### config.mk
export PLATFORM = sky130hd
export DESIGN_NAME = bfd_flag_unit
export DESIGN_NICKNAME = d
export VERILOG_FILES = /design/src/rtl/bfd_pkg.sv /design/src/rtl/bfd_sync.sv /design/src/rtl/bfd_echo_fsm.sv /design/src/rtl/bfd_window.sv /design/src/rtl/bfd_enable_tmo.sv /design/src/rtl/bfd_flag_unit.sv
export SDC_FILE = /design/constraint.sdc
export NUM_CORES = 1
export LEC_CHECK = 0
export BUFFER_PORTS_ARGS = -buffer_cell sky130_fd_sc_hd__buf_2
export CAP_MARGIN = 5
export CORE_AREA = 2 2 73 75
export CTS_CLUSTER_SIZE = 14
export DETAILED_ROUTE_END_ITERATION = 6
export DIE_AREA = 0 0 75 77
export GPL_TIMING_DRIVEN = 0
export SETUP_SLACK_MARGIN = 0.3
export SYNTH_ARGS = -nofsm -noshare
export SYNTH_HDL_FRONTEND = slang
export SYNTH_SLANG_ARGS = --single-unit
### constraint.sdc
create_clock -name clk -period 2.3 [get_ports clk]
set_clock_uncertainty 0.1 [all_clocks]
set_input_delay 0.46 -clock clk [delete_from_list [all_inputs] [get_ports clk]]
set_output_delay 0.46 -clock clk [all_outputs]
set_load 0.05 [all_outputs]
### src/rtl/bfd_pkg.sv
package bfd_pkg;

    typedef enum logic [1:0] {
        MODE_OFF  = 2'b00,
        MODE_STBY = 2'b01,
        MODE_NORM = 2'b10,
        MODE_RSVD = 2'b11
    } mode_e;

    typedef enum logic {
        ECHO_IDLE = 1'b0,
        ECHO_PEND = 1'b1
    } echo_e;

    typedef enum logic [1:0] {
        TMO_IDLE    = 2'b00,
        TMO_ARMED   = 2'b01,
        TMO_EXPIRED = 2'b10
    } tmo_e;

    localparam int NUM_LINES = 2;
    localparam int NUM_DRV   = 2 * NUM_LINES;

endpackage

### src/rtl/bfd_sync.sv
module bfd_sync #(
    parameter int W = 2
) (
    input  logic         clk,
    input  logic         rst_n,
    input  logic [W-1:0] d,
    output logic [W-1:0] q,
    output logic [W-1:0] rise,
    output logic [W-1:0] fall
);
    logic [W-1:0] meta;
    logic [W-1:0] sync;
    logic [W-1:0] prev;

    always_ff @(posedge clk or negedge rst_n) begin
        if (!rst_n) begin
            meta <= '1;
            sync <= '1;
            prev <= '1;
        end else begin
            meta <= d;
            sync <= meta;
            prev <= sync;
        end
    end

    always_comb begin
        q    = sync;
        rise = sync & ~prev;
        fall = ~sync & prev;
    end
endmodule

### src/rtl/bfd_echo_fsm.sv
module bfd_echo_fsm
    import bfd_pkg::*;
(
    input  logic clk,
    input  logic rst_n,
    input  logic active,
    input  logic tx_edge,
    input  logic rx_edge,
    output logic miss,
    output logic ack
);
    echo_e state, nxt;

    always_ff @(posedge clk or negedge rst_n) begin
        if (!rst_n)       state <= ECHO_IDLE;
        else if (!active) state <= ECHO_IDLE;
        else              state <= nxt;
    end

    always_comb begin
        nxt  = state;
        miss = 1'b0;
        ack  = 1'b0;
        unique case (state)
            ECHO_IDLE: begin
                ack = tx_edge & rx_edge;
                if (tx_edge && !rx_edge) nxt = ECHO_PEND;
            end
            ECHO_PEND: begin
                ack  = rx_edge;
                miss = tx_edge & ~rx_edge;
                if (rx_edge && !tx_edge) nxt = ECHO_IDLE;
            end
            default: nxt = ECHO_IDLE;
        endcase
    end
endmodule

### src/rtl/bfd_window.sv
module bfd_window #(
    parameter int CYC = 16
) (
    input  logic clk,
    input  logic rst_n,
    input  logic active,
    input  logic edge_in,
    output logic sample
);
    localparam int CW = $clog2(CYC + 1);
    localparam logic [CW-1:0] LAST = CW'(CYC - 1);
    localparam logic [CW-1:0] TOP  = CW'(CYC);

    logic [CW-1:0] cnt;

    always_ff @(posedge clk or negedge rst_n) begin
        if (!rst_n)                cnt <= '0;
        else if (!active || edge_in) cnt <= '0;
        else if (cnt != TOP)       cnt <= cnt + 1'b1;
    end

    always_comb sample = active & ~edge_in & (cnt == LAST);
endmodule

### src/rtl/bfd_enable_tmo.sv
module bfd_enable_tmo
    import bfd_pkg::*;
#(
    parameter int CYC = 4096
) (
    input  logic clk,
    input  logic rst_n,
    input  logic norm,
    input  logic txen_n,
    input  logic bge,
    output logic expired
);
    localparam int CW = $clog2(CYC + 1);
    localparam logic [CW-1:0] LAST = CW'(CYC - 1);

    tmo_e          state, nxt;
    logic [CW-1:0] cnt;
    logic          txen_q, bge_q;
    logic          en_raw, toggle;

    always_comb begin
        en_raw = norm & ~txen_n & bge;
        toggle = (txen_n != txen_q) | (bge != bge_q);
    end

    always_ff @(posedge clk or negedge rst_n) begin
        if (!rst_n) begin
            txen_q <= 1'b1;
            bge_q  <= 1'b0;
        end else begin
            txen_q <= txen_n;
            bge_q  <= bge;
        end
    end

    always_comb begin
        nxt = state;
        unique case (state)
            TMO_IDLE:    if (en_raw) nxt = TMO_ARMED;
            TMO_ARMED: begin
                if (toggle || !en_raw) nxt = TMO_IDLE;
                else if (cnt == LAST)  nxt = TMO_EXPIRED;
            end
            TMO_EXPIRED: if (toggle || !norm) nxt = TMO_IDLE;
            default:     nxt = TMO_IDLE;
        endcase
    end

    always_ff @(posedge clk or negedge rst_n) begin
        if (!rst_n) state <= TMO_IDLE;
        else        state <= nxt;
    end

    always_ff @(posedge clk or negedge rst_n) begin
        if (!rst_n)                                     cnt <= '0;
        else if (state == TMO_ARMED && nxt == TMO_ARMED) cnt <= cnt + 1'b1;
        else                                            cnt <= '0;
    end

    always_comb expired = (state == TMO_EXPIRED);
endmodule

### src/rtl/bfd_flag_unit.sv
module bfd_flag_unit
    import bfd_pkg::*;
#(
    parameter int BUS_ERR_CYC = 16,
    parameter int TMO_CYC     = 4096
) (
    input  logic       clk,
    input  logic       rst_n,
    input  logic [1:0] mode,
    input  logic       txd,
    input  logic       rxd,
    input  logic       txen_n,
    input  logic       bge,
    input  logic [3:0] cmp_lo,
    input  logic [3:0] cmp_hi,
    input  logic       short_cmp,
    input  logic       uv_io,
    output logic [3:0] lo_flag,
    output logic [3:0] hi_flag,
    output logic [1:0] open_flt,
    output logic [1:0] vcc_short,
    output logic [1:0] gnd_short,
    output logic       line_short,
    output logic       bus_err,
    output logic       en_tmo,
    output logic       drv_en,
    output logic       err_sum,
    output logic       err_n
);
    // Drivers sampled during Data1 (plus high side, minus low side) and Data0.
    localparam logic [NUM_DRV-1:0] MASK_D1 = 4'b1001;
    localparam logic [NUM_DRV-1:0] MASK_D0 = 4'b0110;

    logic       norm, off;
    logic [1:0] sq, srise, sfall;
    logic       txd_s, tx_edge, sample;
    logic [1:0] miss, ack;
    logic [1:0] tx_e, rx_e;

    always_comb begin
        norm   = (mode_e'(mode) == MODE_NORM);
        off    = (mode_e'(mode) == MODE_OFF);
        drv_en = norm & ~txen_n & bge & ~en_tmo;
    end

    // index 0 = TxD, index 1 = RxD
    bfd_sync #(.W(2)) u_sync (
        .clk (clk),
        .rst_n (rst_n),
        .d   ({rxd, txd}),
        .q   (sq),
        .rise(srise),
        .fall(sfall)
    );

    always_comb begin
        txd_s   = sq[0];
        tx_edge = srise[0] | sfall[0];
        tx_e    = {sfall[0], srise[0]};
        rx_e    = {sfall[1], srise[1]};
    end

    // polarity 0 = rising, polarity 1 = falling
    for (genvar p = 0; p < 2; p++) begin : g_echo
        bfd_echo_fsm u_echo (
            .clk    (clk),
            .rst_n  (rst_n),
            .active (drv_en),
            .tx_edge(tx_e[p]),
            .rx_edge(rx_e[p]),
            .miss   (miss[p]),
            .ack    (ack[p])
        );
    end

    bfd_window #(.CYC(BUS_ERR_CYC)) u_win (
        .clk    (clk),
        .rst_n  (rst_n),
        .active (drv_en),
        .edge_in(tx_edge),
        .sample (sample)
    );

    bfd_enable_tmo #(.CYC(TMO_CYC)) u_tmo (
        .clk    (clk),
        .rst_n  (rst_n),
        .norm   (norm),
        .txen_n (txen_n),
        .bge    (bge),
        .expired(en_tmo)
    );

    logic [NUM_DRV-1:0] upd_mask;
    always_comb upd_mask = txd_s ? MASK_D1 : MASK_D0;

    always_ff @(posedge clk or negedge rst_n) begin
        if (!rst_n) begin
            lo_flag    <= '0;
            hi_flag    <= '0;
            line_short <= 1'b0;
            bus_err    <= 1'b0;
        end else if (off) begin
            lo_flag    <= '0;
            hi_flag    <= '0;
            line_short <= 1'b0;
            bus_err    <= 1'b0;
        end else if (drv_en) begin
            if (sample) begin
                lo_flag    <= (lo_flag & ~upd_mask) | (cmp_lo & upd_mask);
                hi_flag    <= (hi_flag & ~upd_mask) | (cmp_hi & upd_mask);
                line_short <= short_cmp;
            end
            if (|miss)     bus_err <= 1'b1;
            else if (|ack) bus_err <= 1'b0;
        end
    end

    for (genvar l = 0; l < NUM_LINES; l++) begin : g_line
        localparam int HS = 2 * l;
        localparam int LS = 2 * l + 1;
        always_comb begin
            open_flt[l]  = lo_flag[HS] & lo_flag[LS];
            vcc_short[l] = lo_flag[HS] & hi_flag[LS];
            gnd_short[l] = hi_flag[HS] & lo_flag[LS];
        end
    end

    always_comb begin
        err_sum = bus_err | (|lo_flag) | (|hi_flag) | line_short | en_tmo | uv_io;
        err_n   = ~(err_sum & norm);
    end
endmodule

After elaboration in Yosys (flattened, before gate mapping)
Cells that the tools add are included.
- input bits: 18
- bits in registers: 40
- output and inout port bits: 20
- word-level logic and storage cells: 128
- $add $sub $neg: 2
- reduce and logical (&&, ||, !) cells: 27
- multiplexer cells: 34
- bitwise logic cells: 42
- equality and inequality tests: 9
- operators by type and width (operator ; number):
    $mux W4 ; 7
    $and A1 B1 Y1 ; 16
    $and A4 B4 Y4 ; 4
    $mux W1 ; 15
    $add A13 B1 Y13 const B ; 1
    $eq A13 B12 Y1 const B ; 1
    $mux W13 ; 1
    $mux W5 ; 2
    $mux W2 ; 4
    $not A1 Y1 ; 8
    $or A4 B4 Y4 ; 2
    $pmux W1 S2 ; 4
    $reduce_or A4 Y1 ; 2
    $logic_not A1 Y1 ; 7
    $or A1 B1 Y1 ; 7
    $pmux W2 S3 ; 1
    $reduce_bool A2 Y1 ; 3
    $add A5 B1 Y5 const B ; 1
    $eq A5 B4 Y1 const B ; 1
    $logic_and A1 B1 Y1 ; 5
    $ne A5 B5 Y1 const B ; 1
    $and A2 B2 Y2 ; 2
    $eq A2 B1 Y1 const B ; 2
    $eq A2 B2 Y1 const B ; 2
    8 further kinds ; 15

Depth between registers and ports, before layout
Gate-level depths: netlist of run 1.
- word-level depth: 10
- depth in mapped cells: 7
- gate-level depth less buffers: 7

By module
From an unflattened synthesis of run 1, not the netlist that was laid out.
- cell total of the unflattened synthesis: 192
- area total of the unflattened synthesis: 2069.5 µm²
- modules (own cells, without submodules) (module ; area each (µm²) ; seq. area each (µm²) ; cells an instance ; times used):
    bfd_enable_tmo ; 830.8 ; 426.7 ; 72 ; 1
    bfd_flag_unit ; 619.3 ; 250.2 ; 68 ; 1
    bfd_window ; 316.6 ; 125.1 ; 30 ; 1
    bfd_sync ; 192.7 ; 157.7 ; 10 ; 1
    bfd_echo_fsm ; 55.1 ; 25.0 ; 6 ; 2

Least setup slack after synthesis of run 1
Ideal clock, no wire load.
- kind: reg-to-output
- from: reg u_tmo.state[1]
- to: out err_n
- path slack: -0.305 ns
- data arrival time: 2.045 ns
- buffers on the path: 1
- stages on the path, launching flop included: 6
- required time: 1.740 ns
- path through: dfrtp_1 -> nor2b_1 -> buf_2 -> nor3_1 -> nand4_1 -> nand2_1
- longest elaborated chain between the ends: 5
- RTL lines (item ; RTL line ; text):
    start: declaration ; bfd_enable_tmo.sv:16 ; tmo_e state, nxt;
    start signal: assignment ; bfd_enable_tmo.sv:51 ; else state <= nxt;
    $eq A2 B2 Y1 ; bfd_enable_tmo.sv:60 ; always_comb expired = (state == TMO_EXPIRED);
    net en_tmo ; bfd_flag_unit.sv:25 ; output logic en_tmo,
    $or A1 B1 Y1 (2 in series) ; bfd_flag_unit.sv:129 ; err_sum = bus_err | (|lo_flag) | (|hi_flag) | line_short | en_tmo | uv_io;
    net err_sum ; bfd_flag_unit.sv:27 ; output logic err_sum,
    $and A1 B1 Y1 ; bfd_flag_unit.sv:130 ; err_n = ~(err_sum & norm);
    $not A1 Y1 ; bfd_flag_unit.sv:130 ;
    end: declaration ; bfd_flag_unit.sv:28 ; output logic err_n
The timed path passes the listed nets, and every way through them passes these cells.

Worst setup path after layout of run 1
- from: reg u_tmo.state[1]
- to: out err_n
- longest elaborated chain between the ends: 5
- RTL lines (item ; RTL line):
    $eq A2 B2 Y1 ; bfd_enable_tmo.sv:60
    $or A1 B1 Y1 (2 in series) ; bfd_flag_unit.sv:129
    $and A1 B1 Y1 ; bfd_flag_unit.sv:130
    $not A1 Y1 ; bfd_flag_unit.sv:130
No other way between the ends.

==> metrics, run 1 <==
Synth Area in Simple Gates=26.0%; Worst Path Arrival=1.45 ns; Detailed Place HPWL=2600 µm; reg2reg setup slack=0.46 ns; ratio of cells with drive above 1 in the final layout=34.3%; # fillers=489; critical path fanouts, max=4; DRC=0; Mean Syn Cell Area=10.3 µm²; number of buffer cells added on primary ports=37; final worst-path cycle share=87.2%; Cells after Synth=185; Core Footprint=4980 µm²; Setup crit start kind=flop; via count=1446; Die Wd=75 µm; global-route wire length before repair=6310 µm; chip height=77 µm; TritonCTS clock tree=built; vias in the first global route=1396; VDD IR max=0.395 mV; Worst Min Path Start=rxd; Non-Filler Instances=309; main flop type after synthesis=dfrtp_1; Die ar.=5780 µm²; Clock Latency Late Sink=0.29 ns; Post-synth ARST share=100%; drt initial violations=52; std cell rows=26; synthesized net count=209; Placed Cells=292; unique cell type count in the Yosys netlist=35; synth warn=0; Pwr Density=523 nW/µm²; antenna diode count=0; setup TNS=0 ns; Post-synth EDFFs=0; H-tree Lvls=2; hold depth=1; Tightest Pin Transition=0.884 ns; post-synthesis mux area share=0.524%; design area=2440 µm²; outcome=completed; Clock Path Buffers=2; total track usage=14.2%; I/O Pins=38; drt pass-1 iters=4; RSZ-0062 raised after global routing=true; kind of critical path=flop to output pin; placed inst area=2200 µm²; P&R area growth vs syn=27.5%; Worst R2R End=lo_flag[0]$_DFFE_PN0P_; largest net degree at the start of global routing=41; Clock Sinks=40; Yosys reg bits=40; Clock transition at path regs=0.08 ns; adder-cell share of the synthesized area=3.93%; Max Slew Vio Count=0; grt total ovfl=0; post-synth top area cell=dfrtp_1; Worst Hold Path EP=u_sync.meta[1]$_DFF_PN1_; root buffer cell=clkbuf_8; routed wire length=3660 µm; wire per inst=11.8 µm; area of the mapped netlist=1910 µm²; top post-synthesis cells by area=dfrtp_1 (43%), dfstp_2 (9.6%), nand2_1 (4.9%), xnor2_1 (4.6%), nor2_1 (4.5%); Starting Density=38.4%; CP Capture Type=output pin; post-synthesis compound-gate area fraction=7.00%; Seq/Total Area, Yosys=52.8%; Nets=262; total power=1280 µW; max-cap violations=0; leak pwr=0.00105 µW; post-DR vias/cell=4.68; worst-case reg-to-reg path depth=6; Final Setup Violations=0; CTS Buf Count=5; ANT nets after route=0; worst min-delay path category=primary input to flop; Final Critical Period=2.01 ns; post-synthesis xor/xnor area fraction=6.87%; Hold Fails Final Rpt=0; Max Fclk=0.499 GHz; initial antenna violation count=0; Worst slew margin=41.1%; reg2reg start=u_sync.q[0]$_DFF_PN1_; CP required=1.74 ns; largest family of logic cells by synthesized area=simple AND/OR/NAND/NOR gates; Placer Congestion=0.782; Yosys top cell area share=43.2%
## cell usage in the layout, fill, tap and decap left out, types with 6 or more instances in the layout
cell and instances:
buf_2 34, nand3_1 7, o21ai_0 10, nor2_1 23
xnor2_1 10, buf_4 10, inv_1 9, nand2_1 23
nor3_1 7, dfrtp_1 29, dfstp_2 7, clkbuf_8 6
and2_1 6
## report_power, final
group / leakage, µW / switching, µW / internal [µW]
clock: 0.0000510 / 235 / 239
sequential: 0.000525 / 5.44 / 716
combinational: 0.000474 / 47.9 / 30.8
total: 0.00105 / 289 / 986
## cells by family (layout without fill, tap and decap cells)
family | Yosys count | in the layout
adders and majority gates | 6 | 6
xor gates and xnor gates | 15 | 15
muxes | 1 | 1
and+or+nand+nor | 89 | 89
DFF | 40 | 40
AOI/OAI and AO/OA | 22 | 22
buffers and inverters | 12 | 66
## how the worst max path moves through the flow
stage / slack (ns) / start / endpoint / depth (start not counted)
3_5_place_dp: 0.23 / mode[0] / drv_en / 4
3_3_place_gp: 0.25 / mode[0] / drv_en / 4
4_1_cts: 0.23 / u_tmo.state[1]$_DFF_PN0_ / err_n / 6
6_report: 0.29 / u_tmo.state[1]$_DFF_PN0_ / err_n / 6
2_1_floorplan: -0.05 / hi_flag[3]$_DFFE_PN0P_ / err_n / 3
5_1_grt: 0.22 / u_tmo.state[1]$_DFF_PN0_ / err_n / 6
## critical path: stages (launching register included)
cell and delay (ns):
dfrtp_1 0.38, nor2b_4 0.13, buf_6 0.13, nor3_4 0.09, nand4_1 0.18, nand2_4 0.11
buf_8 0.14
## registers in the layout (all words and copies together) (netlist names)
signal               count
u_sync.q                 2
u_sync.meta              2
u_win.cnt                5
u_tmo.state              2
g_echo.u_echo.state      2
u_tmo.txen_q             1
bus_err                  1
u_sync.prev              2
line_short               1
u_tmo.cnt               13
u_tmo.bge_q              1
hi_flag                  4
lo_flag                  4
## layer usage
metal  wire length, µm  part of all wire [%]  GRT usage (%)
met4                46                   1.3           5.00
met1              1760                    48           18.7
met3               210                   5.7           4.47
met2              1640                    45           21.7
met5                 0                     0              0
## final cells by class
class	instances	area (µm²)	area share, %
Sequential cell	40	1010	41.6
Multi-Input combinational cell	133	911	37.4
Clock buffer	6	82.6	3.39
Buffer	3	26.3	1.08
Inverter	9	33.8	1.39
Clock inverter	2	10.0	0.411
Tap cell	70	87.6	3.59
Timing Repair Buffer	46	272	11.1
## through the flow
stage / hold slack (ns) / utilization [%] / worst slack, ns
final: 0.161 / 49.0 / 0.295
after global routing: 0.147 / 49.0 / 0.220
after CTS: 0.150 / 47.5 / 0.233
after detailed placement: 0.247 / 44.3 / 0.227
after global placement: 0.246 / 44.3 / 0.251
after floorplan: 0.0644 / - / -0.0467
## cells in the mapped netlist (2+ instances only)
library cell and count:
o31ai_1 3, ha_1 6, nand2_1 25, dfrtp_1 33, nor3_1 8, nand4_1 5, a21oi_1 3, nand3_1 7
and2_1 6, xnor2_1 10, o21ai_0 10, dfstp_2 7, nor4_4 2, a21boi_0 3, nor2b_1 2, inv_1 9
nor2_1 23, xor2_1 5, nand2b_1 2
## timing repair
item                                    in CTS  in global routing
hold buffers                                 0                  0
setup buffers                                4                  5
endpoints found under the setup margin       3                 21
resized for setup                           10                  6
pin swaps                                    3                  4
Note: power is estimated with default switching activity, not from simulation.
==> run 2, diff against run 1 <==
CORE_AREA = 4 4 75 77   (was 2 2 73 75)
DIE_AREA = 0 0 79 81   (was 0 0 75 77)
clock period = 2.1 ns   (was 2.3 ns; I/O delays follow)
==> metrics, run 2 (synthesis results as in run 1) <==
Max Fclk=0.496 GHz; WHS=0.123 ns (was 0.161 ns); Reg with most FFs=u_tmo.cnt (unchanged); outcome=completed (unchanged); Setup crit start kind=flop (unchanged); grt total ovfl=0 (unchanged); Clock Latency Late Sink=0.29 ns (about the same); design area=2580 µm² (was 2440 µm²); Detailed Place HPWL=2760 µm (was 2600 µm); antenna diode count=0 (unchanged); global-route met3 utilization=3.22% (was 4.47%); Core Footprint=5010 µm² (was 4980 µm²); worst min-delay path category=primary input to flop (unchanged); wire per inst=12.8 µm (was 11.8 µm); kind of critical path=flop to output pin (unchanged); setup TNS=0 ns (unchanged); TritonCTS clock tree=built (unchanged); CP Capture Type=output pin (unchanged); Hold Fails Final Rpt=0 (unchanged); Max Slew Vio Count=0 (unchanged); Nets=272 (was 262); GR Util met1=17.5% (was 18.7%); Clock transition at path regs=0.08 ns (about the same); via count=1527 (was 1446); I/O Pins=38 (unchanged); Tightest Pin Transition=0.859 ns (was 0.884 ns); total track usage=13.7% (was 14.2%); Clock Path Buffers=2 (unchanged); P&R area growth vs syn=35.1% (was 27.5%); biggest registers after layout=u_tmo.cnt x13, u_win.cnt x5 (unchanged); DRC=0 (unchanged); std cell rows=26 (unchanged); Final Critical Period=2.02 ns; post-DR vias/cell=4.79 (was 4.68); RSZ-0062 raised after global routing=true (unchanged); root buffer cell=clkbuf_8 (unchanged); drt pass-1 iters=4 (unchanged); Largest register FFs=13 (unchanged); drt initial violations=75 (was 52); CP required=1.58 ns (was 1.74 ns); vias in the first global route=1489 (was 1396); H-tree Lvls=2 (unchanged); Placer Congestion=0.757 (was 0.782); met2 GRT Util=22.1% (was 21.7%); ANT nets after route=0 (unchanged); routed wire length=4080 µm (was 3660 µm); critical path fanouts, max=4 (unchanged); gr busiest metal=met2 (unchanged); max-cap violations=0 (unchanged); largest net degree at the start of global routing=41 (unchanged); Clock Sinks=40 (unchanged); chip height=81 µm (was 77 µm); commonest non-fill, non-tap cell in the layout=buf_2 (unchanged); commonest cells after routing, fill and taps aside=buf_2 (33), dfrtp_1 (29), nor2_1 (23), nand2_1 (23), buf_4 (18) (was buf_2 (34), dfrtp_1 (29), nor2_1 (23), nand2_1 (23)); final worst-path cycle share=96.1%; Final Setup Violations=0 (unchanged); initial antenna violation count=0 (unchanged); Worst slew margin=42.7% (was 41.1%); placed inst area=2210 µm² (was 2200 µm²); Pwr Density=534 nW/µm² (was 523 nW/µm²); global-route wire length before repair=6840 µm (was 6310 µm); Die ar.=6400 µm² (was 5780 µm²); number of buffer cells added on primary ports=37 (unchanged); Die Wd=79 µm (was 75 µm); CTS Buf Count=5 (unchanged); Worst Path Arrival=1.50 ns (was 1.45 ns); VDD IR max=0.238 mV (was 0.395 mV); ratio of cells with drive above 1 in the final layout=38.6% (was 34.3%); Starting Density=38.2% (was 38.4%); leak pwr=0.00111 µW (was 0.00105 µW)
run 2: cell count changes in the layout (fill, tap and decap cells not counted), moves of 2 or more:
cell / change
ha_1: -3
buf_4: +8
buf_6: +2
ha_4: +3
run 2: cell type report:
cell class	instances	area (µm²)
flip-flops and latches	40	1010
well taps	70	87.6
plain buffers	3	26.3
fillers	491	2430
multi-input cells	133	972
clock buffers	6	72.6
repair buffers	56	364
inverters	9	33.8
clock inverters	2	12.5
run 2: final timing paths:
| check | startpoint | to | slack (ns) | depth (start not counted) |
|---|---|---|---|---|
| min in group asynchronous | rst_n | u_tmo.bge_q$_DFF_PN0_ | 0.13 | 1 |
| hold reg to reg | u_sync.meta[1]$_DFF_PN1_ | u_sync.q[1]$_DFF_PN1_ | 0.26 | 0 |
| setup reg to reg | u_sync.q[0]$_DFF_PN1_ | lo_flag[3]$_DFFE_PN0P_ | 0.33 | 6 |
| setup / recovery | hi_flag[3]$_DFFE_PN0P_ | err_n | 0.08 | 4 |
| hold / removal | txd | u_sync.meta[0]$_DFF_PN1_ | 0.12 | 1 |
| max in group asynchronous | rst_n | lo_flag[2]$_DFFE_PN0P_ | 1.17 | 1 |
run 2: routing by layer:
metal  part of all wire [%]  up-vias
met5                      0        -
met4                   0.76        0
met3                    3.5        2
li1                       -      756
met1                     45      739
met2                     51       30
run 2: per-stage QoR:
stage	util [%]	std cells	power, µW	setup slack, ns
3_5_place_dp	44.1	292	886	0.182
3_3_place_gp	44.1	292	885	0.198
5_1_grt	51.6	319	1450	-0.0292
4_1_cts	49.2	313	1400	0.0267
6_report	51.6	319	1380	0.0829
2_1_floorplan	-	185	841	-0.207
run 2: what timing repair did:
item                                    CTS  global route
buffers inserted                         13             6
hold buffers                              0             0
gates resized for setup                  16            14
pin swaps                                 6             6
endpoints found under the hold margin     0             0
endpoints found under the setup margin   22            30
run 2: worst max-delay path, stage by stage (launching register included):
cell and delay, ns:
dfrtp_2 0.43, nor4_2 0.27, nand4_1 0.24, nand2_4 0.12, buf_8 0.14
run 2: report_power, final:
part / switching [µW] / internal (µW) / total, µW
Sequential: 6.48 / 784 / 791
Combinational: 54.9 / 38.3 / 93.2
Clock: 264 / 232 / 496
==> run 3, diff against run 2 <==
CORE_AREA = 4 4 70 88   (was 4 4 75 77)
DIE_AREA = 0 0 74 92   (was 0 0 79 81)
SYNTH_HIERARCHICAL = 1   (was not set)
==> metrics, run 3 <==
Post-synth EDFFs=0 (unchanged); register area=1010 µm² (about the same); Tightest Pin Transition=0.903 ns (was 0.859 ns); Post-synth ARST share=100% (unchanged); Final Critical Period=2.14 ns (was 2.02 ns); ANT nets after route=0 (unchanged); root buffer cell=clkbuf_8 (unchanged); leak pwr=0.00128 µW (was 0.00111 µW); std cell rows=30 (was 26); Yosys reg bits=40 (unchanged); TritonCTS clock tree=built (unchanged); total power=1400 µW (was 1380 µW); Nets=282 (was 272); critical path fanouts, max=4 (unchanged); synth warn=6 (was 0); post-synth top area cell=dfrtp_1 (unchanged); Hold Fails Final Rpt=0 (unchanged); main flop type after synthesis=dfrtp_1 (unchanged); ratio of cells with drive above 1 in the final layout=47.5% (was 38.6%); Worst slew margin=39.8% (was 42.7%); Largest register FFs=13 (unchanged); Seq/Total Area, Yosys=48.8% (was 52.8%); antenna diode count=0 (unchanged); via count=1645 (was 1527); Clock Latency Late Sink=0.29 ns (about the same); Final Setup Violations=7 (was 0); commonest cells in the netlist=dfrtp_1 (33), nand2_1 (15), nor2_1 (11) (was dfrtp_1 (33), nand2_1 (25), nor2_1 (23)); hold buffer count at cts=0 (unchanged); violated checks=setup timing; # fillers=481 (was 491); Reg with most FFs=u_tmo/cnt (was u_tmo.cnt); CTS Buf Count=5 (unchanged); chip height=92 µm (was 81 µm); area of the mapped netlist=2070 µm² (was 1910 µm²); worst min-delay path category=primary input to flop (unchanged); H-tree Lvls=2 (unchanged); initial antenna violation count=0 (unchanged); Placer Congestion=0.730 (was 0.757); P&R area growth vs syn=36.2% (was 35.1%); Starting Density=38.6% (was 38.2%); total track usage=13.8% (was 13.7%); max incr delay on CP=0.38 ns (was 0.43 ns); kind of critical path=flop to output pin (unchanged); Worst Path Arrival=1.62 ns (was 1.50 ns); drt pass-1 iters=3 (was 4); Setup crit start kind=flop (unchanged); CP Capture Type=output pin (unchanged); buffer and inverter count on the worst path=2 (was 1); top post-synthesis cells by area=dfrtp_1 (40%), dfstp_2 (8.9%), xnor2_1 (3.8%), and2_1 (2.7%), nand2_1 (2.7%) (was dfrtp_1 (43%), dfstp_2 (9.6%), nand2_1 (4.9%), xnor2_1 (4.6%), nor2_1 (4.5%)); outcome=finished with violations (was completed); CP required=1.58 ns (about the same); wire per inst=14.2 µm (was 12.8 µm); most frequent cell after synthesis=dfrtp_1 (unchanged); Largest delay share family, worst path=simple AND/OR/NAND/NOR gates (unchanged); routed wire length=4630 µm (was 4080 µm); DRC=0 (unchanged); drt initial violations=39 (was 75); WHS=0.135 ns (was 0.123 ns); post-DR vias/cell=5.06 (was 4.79); commonest cells after routing, fill and taps aside=buf_2 (34), dfrtp_1 (32), buf_4 (17) (was buf_2 (33), dfrtp_1 (29), nor2_1 (23), nand2_1 (23), buf_4 (18)); unique cell type count in the Yosys netlist=46 (was 35); largest net degree at the start of global routing=41 (unchanged); multi-input logic area=1140 µm² (was 972 µm²); hold depth=1 (unchanged); Clock Sinks=40 (unchanged); cells along the critical path=nor2b_4 -> or3b_1 -> buf_6 -> nor2_4 -> buf_8 (was nor4_2 -> nand4_1 -> nand2_4 -> buf_8); vias in the first global route=1635 (was 1489); max-cap violations=0 (unchanged); Max Slew Vio Count=0 (unchanged); I/O Pins=38 (unchanged); grt total ovfl=0 (unchanged); commonest non-fill, non-tap cell in the layout=buf_2 (unchanged); Clock Path Buffers=2 (unchanged); Core Footprint=5370 µm² (was 5010 µm²); Clock transition at path regs=0.07 ns (was 0.08 ns); final worst-path cycle share=102% (was 96.1%); slowest CP cell=dfrtp_1 (was dfrtp_2); Yosys top cell area share=39.9% (was 43.2%); worst-case reg-to-reg path depth=9 (was 6); global-route wire length before repair=7380 µm (was 6840 µm); final worst setup slack=-0.0409 ns (was 0.0829 ns); Max Fclk=0.467 GHz (was 0.496 GHz); Cells after Synth=192 (was 185); Die ar.=6810 µm² (was 6400 µm²); Non-Filler Instances=325 (was 319); RSZ-0062 raised after global routing=true (unchanged); Placed Cells=293 (was 292); Detailed Place HPWL=3060 µm (was 2760 µm); Mean Syn Cell Area=10.8 µm² (was 10.3 µm²); pre-CTS setup slack=-0.391 ns (was 0.182 ns); VDD IR max=0.277 mV (was 0.238 mV); Stages on worst setup path=5 (was 4); Pwr Density=497 nW/µm² (was 534 nW/µm²); number of buffer cells added on primary ports=37 (unchanged); reg2reg setup slack=-0.04 ns (was 0.33 ns); biggest registers after layout=u_tmo/cnt x13, u_win/cnt x5 (was u_tmo.cnt x13, u_win.cnt x5); Die Wd=74 µm (was 79 µm); synthesized net count=214 (was 209)
## run 3: kinds of logic after synthesis
family | Yosys count | synth area share [%]
compound gates | 22 | 8.59
xor+xnor | 13 | 5.50
fa+ha+maj | 4 | 2.42
buf+inv | 11 | 3.14
flops | 40 | 48.8
mux | 3 | 1.45
simple gates | 99 | 30.1
## run 3: power breakdown
part	internal, µW	switching, µW	total [µW]
registers	784	4.96	789
clock network	233	259	492
logic	51.7	67.9	120
total	1070	331	1400
## run 3: stage by stage
stage               instance area [µm²]  utilization, %  TNS (ns)
floorplan                          2100               -     -2.74
global placement                   2370            44.1     -2.98
detailed placement                 2370            44.1     -3.28
CTS                                2680            49.8    -0.368
global route                       2820            52.5     -1.55
finish                             2820            52.5    -0.214
## run 3: layout make-up
cell class | instances | area share [%]
tap | 64 | 2.84
multi-input combinational | 141 | 40.6
sequential | 40 | 35.9
timing repair buffer | 61 | 15.4
clock inverter | 1 | 0.178
buffer | 3 | 1.24
inverter | 8 | 1.15
clock buffer | 7 | 2.71
## run 3: worst paths after layout
| path | startpoint | end |
|---|---|---|
| worst max-delay path | u_tmo/state[1]$_DFF_PN0_ | drv_en |
| worst min-delay path | rxd | u_sync/meta[1]$_DFF_PN1_ |
| worst max register to register | u_tmo/state[1]$_DFF_PN0_ | hi_flag[2]$_DFFE_PN0P_ |
| min in group asynchronous | rst_n | lo_flag[3]$_DFFE_PN0P_ |
| worst min register to register | u_sync/meta[0]$_DFF_PN1_ | u_sync/q[0]$_DFF_PN1_ |
| max in group asynchronous | rst_n | hi_flag[3]$_DFFE_PN0P_ |
## run 3: routing by layer
metal / track usage (%) / part of all wire (%)
met5: 0 / 0
met4: 4.53 / 1.3
met3: 3.51 / 5.8
met2: 24.1 / 54
met1: 15.9 / 39
## run 3: repair_timing
item,CTS,global route
buffers inserted,16,7
setup endpoints to repair,29,32
pin swaps,7,9
gates resized for setup,25,16
cloned,0,1
